**config.mk**
```make
export PLATFORM = sky130hd
export DESIGN_NAME = dual_phase_pwm
export DESIGN_NICKNAME = d
export VERILOG_FILES = /design/src/rtl/dpwm_pkg.sv /design/src/rtl/dpwm_shadow.sv /design/src/rtl/dpwm_counter.sv /design/src/rtl/dpwm_phase_out.sv /design/src/rtl/dual_phase_pwm.sv
export SDC_FILE = /design/constraint.sdc
export NUM_CORES = 1
export LEC_CHECK = 0
export BUFFER_PORTS_ARGS = -buffer_cell sky130_fd_sc_hd__buf_2
export CORE_ASPECT_RATIO = 0.8
export CORE_MARGIN = 5
export CORE_UTILIZATION = 40
export CTS_CLUSTER_SIZE = 28
export DETAILED_ROUTE_END_ITERATION = 16
export HOLD_SLACK_MARGIN = 0.03
export PLACE_DENSITY = 0.59
export SYNTH_ARGS = -nofsm -noshare
export SYNTH_HDL_FRONTEND = slang
export SYNTH_SLANG_ARGS = --single-unit
```
**constraint.sdc**
```tcl
create_clock -name clk -period 4.7 [get_ports clk]
set_input_delay 0.94 -clock clk [delete_from_list [all_inputs] [get_ports clk]]
set_output_delay 0.94 -clock clk [all_outputs]
set_load 0.01 [all_outputs]
```
**src/rtl/dpwm_pkg.sv**
```systemverilog
package dpwm_pkg;
  typedef enum logic [1:0] {
    SEL_PERIOD = 2'd0,
    SEL_WIDTH  = 2'd1,
    SEL_DEAD   = 2'd2,
    SEL_NONE   = 2'd3
  } cfg_sel_e;

  localparam int unsigned NUM_PHASES = 2;
  localparam int unsigned MIN_PERIOD = 4;
endpackage

```
**src/rtl/dpwm_shadow.sv**
```systemverilog
module dpwm_shadow
  import dpwm_pkg::*;
#(
  parameter int unsigned CW       = 12,
  parameter int unsigned PER_RST  = 16,
  parameter int unsigned DEAD_RST = 1
) (
  input  logic          clk,
  input  logic          rst_n,
  input  logic          wr_en,
  input  logic [1:0]    wr_sel,
  input  logic [CW-1:0] wr_data,
  input  logic          load,
  output logic [CW-1:0] act_period,
  output logic [CW-1:0] act_half,
  output logic [CW-1:0] act_width,
  output logic [CW-1:0] act_dead
);
  localparam logic [CW-1:0] P_RST = CW'(PER_RST);
  localparam logic [CW-1:0] D_RST = CW'(DEAD_RST);
  localparam logic [CW-1:0] P_MIN = CW'(MIN_PERIOD);

  logic [CW-1:0] sh_period, sh_width, sh_dead;
  logic [CW-1:0] p_even, p_eff, half_eff, d_eff, w_max, w_eff;
  cfg_sel_e      sel;

  assign sel = cfg_sel_e'(wr_sel);

  // shadow registers take writes at any time
  always_ff @(posedge clk or negedge rst_n) begin
    if (!rst_n) begin
      sh_period <= P_RST;
      sh_width  <= '0;
      sh_dead   <= D_RST;
    end else if (wr_en) begin
      case (sel)
        SEL_PERIOD: sh_period <= wr_data;
        SEL_WIDTH:  sh_width  <= wr_data;
        SEL_DEAD:   sh_dead   <= wr_data;
        default:    ;
      endcase
    end
  end

  // legalise the shadow values before they become active
  always_comb begin
    p_even   = {sh_period[CW-1:1], 1'b0};
    p_eff    = (p_even < P_MIN) ? P_MIN : p_even;
    half_eff = p_eff >> 1;
    d_eff    = (sh_dead == '0) ? CW'(1) : sh_dead;
    w_max    = (half_eff > d_eff) ? (half_eff - d_eff) : '0;
    w_eff    = (sh_width > w_max) ? w_max : sh_width;
  end

  always_ff @(posedge clk or negedge rst_n) begin
    if (!rst_n) begin
      act_period <= P_RST;
      act_half   <= P_RST >> 1;
      act_width  <= '0;
      act_dead   <= D_RST;
    end else if (load) begin
      act_period <= p_eff;
      act_half   <= half_eff;
      act_width  <= w_eff;
      act_dead   <= d_eff;
    end
  end
endmodule

```
**src/rtl/dpwm_counter.sv**
```systemverilog
module dpwm_counter #(
  parameter int unsigned CW = 12
) (
  input  logic          clk,
  input  logic          rst_n,
  input  logic          en,
  input  logic [CW-1:0] period,
  output logic [CW-1:0] cnt,
  output logic          wrap
);
  assign wrap = (cnt == period - CW'(1));

  always_ff @(posedge clk or negedge rst_n) begin
    if (!rst_n)
      cnt <= '0;
    else if (!en || wrap)
      cnt <= '0;
    else
      cnt <= cnt + CW'(1);
  end
endmodule

```
**src/rtl/dpwm_phase_out.sv**
```systemverilog
module dpwm_phase_out #(
  parameter int unsigned CW = 12
) (
  input  logic          clk,
  input  logic          rst_n,
  input  logic          en,
  input  logic [CW-1:0] cnt,
  input  logic [CW-1:0] start,
  input  logic [CW-1:0] width,
  output logic          pwm
);
  logic [CW-1:0] rel;
  logic          in_win;

  assign rel    = cnt - start;
  assign in_win = (cnt >= start) && (rel < width);

  always_ff @(posedge clk or negedge rst_n) begin
    if (!rst_n)
      pwm <= 1'b0;
    else
      pwm <= en & in_win;
  end
endmodule

```
**src/rtl/dual_phase_pwm.sv**
```systemverilog
module dual_phase_pwm
  import dpwm_pkg::*;
#(
  parameter int unsigned CW       = 12,
  parameter int unsigned PER_RST  = 16,
  parameter int unsigned DEAD_RST = 1
) (
  input  logic          clk,
  input  logic          rst_n,
  input  logic          en,
  input  logic          cfg_valid,
  output logic          cfg_ready,
  input  logic [1:0]    cfg_sel,
  input  logic [CW-1:0] cfg_data,
  output logic          pwm_a,
  output logic          pwm_b
);
  logic [CW-1:0] act_period, act_half, act_width, act_dead;
  logic [CW-1:0] cnt;
  logic          wrap;
  logic          load;
  logic [NUM_PHASES-1:0] pwm_vec;

  assign cfg_ready = 1'b1;
  assign load      = !en || wrap;

  dpwm_shadow #(.CW(CW), .PER_RST(PER_RST), .DEAD_RST(DEAD_RST)) u_shadow (
    .clk        (clk),
    .rst_n      (rst_n),
    .wr_en      (cfg_valid & cfg_ready),
    .wr_sel     (cfg_sel),
    .wr_data    (cfg_data),
    .load       (load),
    .act_period (act_period),
    .act_half   (act_half),
    .act_width  (act_width),
    .act_dead   (act_dead)
  );

  dpwm_counter #(.CW(CW)) u_cnt (
    .clk    (clk),
    .rst_n  (rst_n),
    .en     (en),
    .period (act_period),
    .cnt    (cnt),
    .wrap   (wrap)
  );

  for (genvar ph = 0; ph < NUM_PHASES; ph++) begin : g_phase
    logic [CW-1:0] start;
    assign start = (ph == 0) ? '0 : act_half;
    dpwm_phase_out #(.CW(CW)) u_out (
      .clk   (clk),
      .rst_n (rst_n),
      .en    (en),
      .cnt   (cnt),
      .start (start),
      .width (act_width),
      .pwm   (pwm_vec[ph])
    );
  end

  assign pwm_a = pwm_vec[0];
  assign pwm_b = pwm_vec[1];
endmodule

```
==> impl_metrics.env, run 1 <==
export IMPL_synth_edff_count=0
export IMPL_dp_hpwl_mm=10.2
export IMPL_irDropWorstVdd_uv=217
export IMPL_setup_total_negative_slack_ns=0
export IMPL_multiInputGateArea_um2=3230
export IMPL_worstPathMaxFanout=10
export IMPL_io_buffers=19
export IMPL_power_static_leakage_nw=2.66
export IMPL_worstHoldPathType="reg -> reg"
export IMPL_tritoncts="yes"
export IMPL_clock_sinks=72
export IMPL_numCtsBuffers=9
export IMPL_ys_seq_elements=72
export IMPL_first_global_vias=4081
export IMPL_synth_compound_area_share_pct=13.2
export IMPL_grt_total_ovfl=0
export IMPL_worstPathRequired_ns=4.96
export IMPL_regArea_um2=1810
export IMPL_drtIter0Drc=231
export IMPL_area_leader_netlist="dfrtp_1"
export IMPL_initial_core_util_pct=40.8
export IMPL_worst_endpoint_arrival_ns=4.78
export IMPL_timing_final_max_slew_violations=0
export IMPL_fp_coreArea_um2=12800
export IMPL_syn_inst=560
export IMPL_grt_use_total_pct=17.9
export IMPL_fin_worst_hold_slack_ns=0.524
export IMPL_wl_mm=13.3
export IMPL_synth_xor_xnor_area_share_pct=6.96
export IMPL_total_number_of_vias=4125
export IMPL_sequential_to_total_area_share_from_yosys_stat_pct=34.5
export IMPL_avgSynthCellArea_um2=9.35
export IMPL_io_count=21
export IMPL_layout_min_cycle_time_ns=4.53
export IMPL_place_congestion=0.944
export IMPL_design_final_nets=661
export IMPL_met2_global_route_usage_pct=27.0
export IMPL_cts_reportedPaths_clkPinSlew_ns=0.06
export IMPL_num_rows=37
export IMPL_synth_lib_cells_used_distinct=55
export IMPL_dieArea_um2=15500
export IMPL_clk_path_buf_depth=2
export IMPL_max_freq_mhz=221
export IMPL_flow_area_growth_from_synthesis_pct=13.4
export IMPL_drt_vias_per_instance=5.40
export IMPL_setup_viol=0
export IMPL_antenna_cells=0
export IMPL_clock_insertion_delay_worst_skew_ns=0.34
export IMPL_synth_flop_cell="dfrtp_1"
export IMPL_run_status="finished, final reports clean"
export IMPL_clock_tree_root_cell="clkbuf_16"
export IMPL_instances_no_fill=764
export IMPL_worst_path_max_delay_cell="or4_4"
export IMPL_antenna_violations_before_repair=0
export IMPL_synth_async_reset_ratio_pct=100
export IMPL_synth_top_cells_by_area="dfrtp_1, ha_1, mux2_2"
export IMPL_global_route_usage_met3_pct=3.09
export IMPL_fp_dieW_um=138
export IMPL_final_setup_skew_ns=0.00781
export IMPL_synth_mux_area_share_pct=8.70
export IMPL_route_antenna_remaining_nets=0
export IMPL_end_kind="flip-flop"
export IMPL_timing_max_slew_rel_slack_pct=36.1
export IMPL_worst_path_max_stage_delay_ns=0.58
export IMPL_layout_worst_path_cycle_share_pct=96.3
export IMPL_die_height_um=112
export IMPL_worst_path_dominant_cell_family="simple AND/OR/NAND/NOR gates"
export IMPL_synthTopCellsByCount="dfrtp_1, ha_1, inv_1, nor2_1, mux2_2"
export IMPL_endpoints_failing_hold=0
export IMPL_synth_most_common_cell="dfrtp_1"
export IMPL_worst_setup_path_type="reg -> reg"
export IMPL_post_route_drc_count=0
export IMPL_cp_num_buf_inv=1
export IMPL_final_layout_size_suffix_gt1_share_pct=17.7
export IMPL_drt_pass1_iterations=5
export IMPL_power_density_cell_area_nw_per_um2=464
export IMPL_syn_area_um2=5230
export IMPL_grt_max_degree=73
export IMPL_timing_max_cap_violations=0
export IMPL_grt_pass1_wl_mm=21.7
export IMPL_post_synth_fa_ha_maj_area_fraction_pct=14.4
export IMPL_synth_top_cell_area_share_pct=33.0
export IMPL_synth_fp_nets=637
export IMPL_cp_start_kind="flip-flop"
export IMPL_power_total_mw=2.75
export IMPL_path_cells="nor4_4 > nand3_1 > nand2_1 > ha_2 > fa_2 > nor2b_4 > o2111ai_2 > and3_1 > o32a_1 > or4_4 > ha_1 > nand4_1 > or3_1 > o31a_1 > buf_6 > nor2b_1 > a31oi_1 > a21oi_1"
export IMPL_synth_simple_area_share_pct=16.8
export IMPL_worst_margin_slew_ns=0.959
export IMPL_layout_filler_cells=1237
export IMPL_yosys_warnings=0
export IMPL_post_place_cells=744
export IMPL_globalRouteMet1Util_pct=26.5
export IMPL_htree_num_levels=3
export IMPL_routed_wire_length_per_instance_um=17.4
export IMPL_largest_family_of_logic_cells_by_synthesized_area="simple AND/OR/NAND/NOR gates"
export IMPL_globalRoute_busiestLayer="met2"
sequential cells by signal, summed over array words and instances, names as in the netlist:
signal	count
g_phase.u_out.pwm	2
u_cnt.cnt	12
u_shadow.sh_width	12
u_shadow.sh_dead	12
u_shadow.act_width	12
u_shadow.act_period	11
u_shadow.sh_period	11
power by group:
part | leakage, nW | internal (mW) | switching, mW
clock | 0.139 | 0.400 | 0.257
combinational | 1.64 | 0.557 | 0.676
sequential | 0.877 | 0.742 | 0.119
per-stage QoR:
stage,instance area (um2),util [%],setup WS [ns]
final,5930,46.3,0.173
after detailed placement,5540,43.2,0.0497
after global placement,5540,43.2,0.236
after global routing,5930,46.3,-0.0345
after CTS,5830,45.4,0.0243
after floorplan,5230,-,0.0893
cells by family after synthesis:
group,Yosys count
multiplexers,41
other,1
flip-flops,72
AO/OA/AOI/OAI,110
buffers and inverters,67
AND/OR/NAND/NOR,170
XOR/XNOR,40
adder cells (fa/ha/maj),59
per-layer routing:
metal,part of all wire (%),wire [um]
met1,50,6650
met2,45,6030
met3,3.7,496
met4,1.2,156
met5,0,0
timing repair:
| item | 4_1_cts | 5_1_grt |
|---|---|---|
| setup buffers | 0 | 4 |
| endpoints found under the setup margin | 3 | 12 |
| hold buffers | 0 | 0 |
| pin swaps | 0 | 6 |
| resized for setup | 1 | 15 |
worst register-to-register path, stage by stage, from the launching register on:
cell,delay (ns)
dfstp_2,0.57
nor4_4,0.06
nand3_1,0.11
nand2_1,0.08
ha_2,0.21
fa_2,0.39
nor2b_4,0.15
o2111ai_2,0.14
and3_1,0.19
o32a_1,0.42
or4_4,0.58
ha_1,0.32
nand4_1,0.17
or3_1,0.39
o31a_1,0.17
buf_6,0.17
nor2b_1,0.13
a31oi_1,0.05
a21oi_1,0.15
final cells by class:
class	count	share of cell area, %
Multi-Input combinational cell	421	54.4
Sequential cell	72	30.4
Clock buffer	14	4.62
Timing Repair Buffer	36	3.92
Tap cell	175	3.69
Inverter	44	2.78
Clock inverter	2	0.211
placed cells by master, fill, tap and decap left out, drive strengths merged, types with 5 or more instances in the layout:
cell type,instances
mux2i,5
a21o,7
mux2,36
clkbuf,14
inv,44
or4,5
and3,5
nor2b,18
a31oi,12
nand2,28
nor4,9
nand3b,6
o21a,10
o21ai,26
xnor2,20
a21oi,32
ha,57
buf,36
nor2,44
nand3,16
xor2,19
dfrtp,69
nand4,8
nor3,13
nand2b,8
worst paths after layout:
kind	cells past startpoint	to	startpoint	slack, ns
max	18	u_shadow.act_width[3]	u_shadow.sh_period[4]	0.17
min	2	u_shadow.act_width[7]	u_shadow.act_width[7]	0.52
max reg2reg	18	u_shadow.act_width[3]	u_shadow.sh_period[4]	0.17
min reg2reg	2	u_shadow.act_width[7]	u_shadow.act_width[7]	0.52
max in group asynchronous	1	u_cnt.cnt[5]	rst_n	3.31
min in group asynchronous	1	u_shadow.sh_period[10]	rst_n	0.74
(Power assumes the default switching activity.)
==> run 2, diff against run 1 <==
- clock period: 4.7 -> 3.72 ns (I/O delays scaled with it)
==> impl_metrics.env, run 2 (synthesized netlist as in run 1, its figures left out) <==
export IMPL_run_status="finished, violations left"
export IMPL_failed_checks="negative setup slack"
export IMPL_total_number_of_vias=4401
export IMPL_timing_max_cap_violations=0
export IMPL_final_layout_size_suffix_gt1_share_pct=27.9
export IMPL_route_antenna_remaining_nets=0
export IMPL_first_global_vias=4325
export IMPL_dieArea_um2=15500
export IMPL_worst_endpoint_arrival_ns=4.66
export IMPL_place_congestion=0.896
export IMPL_htree_num_levels=3
export IMPL_layout_common_cells="buf_4, dfrtp_1, ha_1"
export IMPL_io_buffers=19
export IMPL_post_route_drc_count=0
export IMPL_fp_coreArea_um2=12800
export IMPL_timing_max_slew_rel_slack_pct=39.1
export IMPL_num_rows=37
export IMPL_irDropWorstVdd_uv=300
export IMPL_globalRoute_busiestLayer="met1"
export IMPL_final_setup_skew_ns=0.00651
export IMPL_drtIter0Drc=222
export IMPL_routed_wire_length_per_instance_um=16.4
export IMPL_worst_setup_path_type="reg -> reg"
export IMPL_endpoints_failing_hold=0
export IMPL_final_setup_worst_slack_ns=-0.703
export IMPL_layout_core_utilization_pct=51.4
export IMPL_tritoncts="yes"
export IMPL_design_final_nets=724
export IMPL_cp_start_kind="flip-flop"
export IMPL_r2r_start="u_shadow.sh_period[4]"
export IMPL_grt_total_ovfl=0
export IMPL_wl_mm=13.6
export IMPL_layout_filler_cells=1184
export IMPL_grt_use_total_pct=18.7
export IMPL_max_freq_mhz=226
export IMPL_worst_margin_slew_ns=0.913
export IMPL_io_count=21
export IMPL_drt_pass1_iterations=5
export IMPL_worstPathRequired_ns=3.96
export IMPL_timing_reg2reg_setup_slack_ns=-0.70
export IMPL_power_static_leakage_nw=3.01
export IMPL_clock_sinks=72
export IMPL_drt_vias_per_instance=5.32
export IMPL_die_height_um=112
export IMPL_end_kind="flip-flop"
export IMPL_ff2ff_path_depth=17
export IMPL_layout_worst_path_cycle_share_pct=119
export IMPL_r2r_end="u_shadow.act_width[11]"
export IMPL_grt_max_degree=73
export IMPL_fp_dieW_um=138
export IMPL_min_delay_start="u_shadow.act_width[11]"
export IMPL_power_density_cell_area_nw_per_um2=608
export IMPL_cts_reportedPaths_clkPinSlew_ns=0.06
export IMPL_grt_pass1_wl_mm=22.4
export IMPL_globalRouteMet1Util_pct=27.5
export IMPL_global_route_usage_met3_pct=5.42
export IMPL_holdPathEnd="u_shadow.act_width[11]"
export IMPL_rsz0062_at_grt="true"
export IMPL_clock_insertion_delay_worst_skew_ns=0.35
export IMPL_setup_viol=12
export IMPL_final_common_cell="buf_4"
export IMPL_met2_global_route_usage_pct=26.9
export IMPL_initial_core_util_pct=40.8
export IMPL_dp_hpwl_mm=10.4
export IMPL_numCtsBuffers=9
export IMPL_antenna_violations_before_repair=0
export IMPL_worstHoldPathType="reg -> reg"
export IMPL_clock_tree_root_cell="clkbuf_16"
export IMPL_layout_min_cycle_time_ns=4.42
export IMPL_timing_final_max_slew_violations=0
export IMPL_clk_path_buf_depth=2
export IMPL_worstPathMaxFanout=4
export IMPL_fin_worst_hold_slack_ns=0.515
export IMPL_hold_path_depth=1
export IMPL_flow_area_growth_from_synthesis_pct=25.9
run 2: cell types whose count changed in the layout (fill, tap and decap cells not counted), sizes merged:
cell,previous run,this run
bufinv,0,2
inv,44,46
diode,0,1
buf,36,99
clkbuf,14,10
run 2: timing repair:
item	4_1_cts	5_1_grt
pin swaps	8	4
setup buffers	3	4
hold buffers	0	0
gates resized for setup	19	12
cloned	1	0
endpoints found under the setup margin	12	13
run 2: per-layer routing:
layer,up-vias,wire (um)
li1,2168,-
met1,2131,6840
met2,87,5840
met3,15,722
met4,0,196
met5,-,0
run 2: cell type report:
type                    count  area, um2  share of cell area [%]
flip-flops and latches     72       1810                    27.4
well taps                 175        219                    3.32
repair buffers             99        726                    11.0
inverters                  44        165                    2.51
clock buffers              10        239                    3.63
clock inverters             6       90.1                    1.37
multi-input cells         421       3340                    50.7
diodes                      1       2.50                  0.0380
run 2: worst max path at each step:
| stage | startpoint | cells after the start | endpoint |
|---|---|---|---|
| detailed placement | u_shadow.sh_dead[9] | 21 | u_shadow.act_width[4] |
| CTS | u_shadow.sh_period[4] | 18 | u_shadow.act_width[9] |
| floorplan | u_shadow.sh_period[3] | 16 | u_shadow.act_width[10] |
| finish | u_shadow.sh_period[4] | 17 | u_shadow.act_width[11] |
| global route | u_shadow.sh_period[4] | 19 | u_shadow.act_width[2] |
| global placement | u_shadow.sh_dead[9] | 21 | u_shadow.act_width[2] |
run 2: stage by stage:
stage	TNS [ns]	instance area, um2	std cells	setup slack [ns]	total power [mW]
6_report	-7.99	6590	828	-0.703	4.01
5_1_grt	-10.32	6590	827	-0.892	4.31
4_1_cts	-6.33	6490	823	-0.552	3.94
3_5_place_dp	-9.58	6020	803	-0.855	2.83
3_3_place_gp	-9.10	6020	803	-0.799	2.78
2_1_floorplan	-4.82	5280	560	-0.438	2.18
run 2: critical path, stage by stage (launching register included):
cell and delay, ns:
dfstp_2 0.55, nor4_4 0.05, nand3_1 0.10, nand2_1 0.09
ha_2 0.21, fa_2 0.37, nor2b_4 0.16, o2111ai_4 0.18
and3_1 0.19, o32a_1 0.38, or4_4 0.54, ha_4 0.28
nand4_1 0.16, or3_1 0.35, o31a_1 0.12, buf_4 0.16
mux2i_1 0.13, mux2_2 0.26
run 2: power breakdown:
group / total [mW] / switching (mW) / internal [mW] / leakage, nW
sequential: 1.07 / 0.129 / 0.938 / 0.877
clock: 0.973 / 0.364 / 0.609 / 0.159
combinational: 1.97 / 0.962 / 1.01 / 1.97
==> run 3, diff against run 2 <==
- CORE_UTILIZATION: 40 -> 56
- PLACE_DENSITY: 0.59 -> 0.77
==> impl_metrics.env, run 3 (synthesized netlist as in run 1, its figures left out) <==
export IMPL_die_height_um=96.5
export IMPL_dieArea_um2=11400
export IMPL_final_setup_skew_ns=0.00843
export IMPL_max_freq_mhz=213
export IMPL_layout_filler_cells=613
export IMPL_power_static_leakage_nw=3.00
export IMPL_end_kind="flip-flop"
export IMPL_worst_setup_path_type="reg -> reg"
export IMPL_grt_pass1_wl_mm=23.7
export IMPL_grt_total_ovfl=0
export IMPL_run_status="finished, violations left"
export IMPL_setup_viol=12
export IMPL_cp_start_kind="flip-flop"
export IMPL_final_setup_worst_slack_ns=-0.964
export IMPL_worstPathMaxFanout=5
export IMPL_route_antenna_remaining_nets=0
export IMPL_rsz0062_at_grt="true"
export IMPL_post_route_drc_count=0
export IMPL_grt_use_total_pct=26.6
export IMPL_design_final_nets=724
export IMPL_timing_max_slew_rel_slack_pct=53.1
export IMPL_timing_reg2reg_setup_slack_ns=-0.96
export IMPL_final_common_cell="buf_4"
export IMPL_fin_worst_hold_slack_ns=0.418
export IMPL_dpl_worst_slack_ns=-0.859
export IMPL_layout_min_cycle_time_ns=4.68
export IMPL_drt_pass1_iterations=5
export IMPL_fp_dieW_um=118
export IMPL_io_buffers=19
export IMPL_tritoncts="yes"
export IMPL_timing_final_max_slew_violations=0
export IMPL_clock_tree_root_cell="clkbuf_16"
export IMPL_power_total_mw=4.11
export IMPL_htree_num_levels=3
export IMPL_cts_reportedPaths_clkPinSlew_ns=0.06
export IMPL_drtIter0Drc=495
export IMPL_routed_wire_length_per_instance_um=20.0
export IMPL_numCtsBuffers=9
export IMPL_dp_hpwl_mm=10.6
export IMPL_final_layout_size_suffix_gt1_share_pct=28.5
export IMPL_total_number_of_vias=4680
export IMPL_worst_margin_slew_ns=0.701
export IMPL_antenna_violations_before_repair=0
export IMPL_first_global_vias=4714
export IMPL_clock_sinks=72
export IMPL_irDropWorstVdd_uv=348
export IMPL_worst_path_max_delay_cell="dfstp_2"
export IMPL_power_density_cell_area_nw_per_um2=629
export IMPL_worst_endpoint_arrival_ns=4.92
export IMPL_worst_path_max_stage_delay_ns=0.56
export IMPL_antenna_cells=0
export IMPL_place_congestion=0.937
export IMPL_ff2ff_path_depth=19
export IMPL_grt_max_degree=46
export IMPL_worstPathRequired_ns=3.95
export IMPL_worstHoldPathType="in -> async"
export IMPL_fp_coreArea_um2=9080
export IMPL_flow_area_growth_from_synthesis_pct=25.0
export IMPL_num_rows=31
export IMPL_drt_vias_per_instance=6.10
export IMPL_failed_checks="negative setup slack"
export IMPL_initial_core_util_pct=57.7
export IMPL_path_cells="nor4_4 > nand3_1 > nand2_1 > ha_2 > fa_2 > nor2b_4 > o2111ai_4 > and3_1 > o32a_1 > nor3_1 > ha_1 > nor2b_1 > o211ai_1 > a211oi_2 > o31a_1 > buf_4 > buf_12 > mux2i_1 > mux2_2"
export IMPL_endpoints_failing_hold=0
export IMPL_wl_mm=15.4
export IMPL_clk_path_buf_depth=2
export IMPL_layout_worst_path_cycle_share_pct=126
export IMPL_io_count=21
export IMPL_layout_common_cells="buf_4, dfrtp_1, ha_1"
export IMPL_clock_insertion_delay_worst_skew_ns=0.34
export IMPL_timing_max_cap_violations=0
-- run 3: cell count changes in the layout (fill, tap and decap cells not counted), sizes merged --
cell      previous run  this run
buf                 99        98
bufinv               2         1
clkbuf              10        12
clkinvlp             1         3
diode                1         0
inv                 46        44
-- run 3: stage by stage --
stage               setup TNS, ns  cells  util, %  instance area [um2]
finish                     -10.72    767     72.1                 6540
global route               -12.33    767     72.1                 6540
CTS                         -7.23    758     70.2                 6370
detailed placement          -9.24    737     64.9                 5890
global placement            -7.34    737     64.9                 5890
floorplan                   -4.82    560        -                 5280
-- run 3: layer usage --
layer,part of all wire (%),up-vias,track usage [%]
met5,0,-,0
li1,-,2153,-
met1,43,2270,34.7
met3,7.4,59,6.17
met4,3.8,0,9.55
met2,46,198,44.0
-- run 3: area by class of cell --
cell class,count,area [um2],share of cell area [%]
clock buffers,11,243,3.71
clock inverters,5,57.6,0.880
inverters,44,165,2.52
multi-input cells,421,3390,51.8
flip-flops and latches,72,1810,27.6
well taps,115,144,2.20
repair buffers,99,741,11.3
-- run 3: worst paths after layout --
kind	startpoint	endpoint
min in group clk	u_shadow.act_width[11]	u_shadow.act_width[11]
setup reg to reg	u_shadow.sh_period[4]	u_shadow.act_width[11]
hold reg to reg	u_shadow.act_width[11]	u_shadow.act_width[11]
max in group asynchronous	rst_n	g_phase[1].u_out.pwm
hold / removal	rst_n	u_shadow.sh_width[0]
setup / recovery	u_shadow.sh_period[4]	u_shadow.act_width[11]
-- run 3: repair_timing --
item / 4_1_cts / 5_1_grt
gates cloned: 2 / 1
hold buffers: 0 / 0
pin swaps: 8 / 9
buffers inserted: 3 / 8
endpoints found under the setup margin: 12 / 13
endpoints found under the hold margin: 0 / 0
resized for setup: 21 / 17
-- run 3: where the power goes --
group	internal [mW]	total, mW	switching (mW)
clock	0.536	0.883	0.346
sequential	0.938	1.08	0.141
combinational	1.06	2.15	1.10
total	2.53	4.11	1.58
-- run 3: critical path, delay by kind of cell (launching register included) --
family                     cells  cell delay (ns)
DFF                            1             0.56
buffers and inverters          2             0.28
and+or+nand+nor                7             1.20
AOI/OAI and AO/OA              5             1.32
muxes                          2             0.37
adders and majority gates      3             0.86
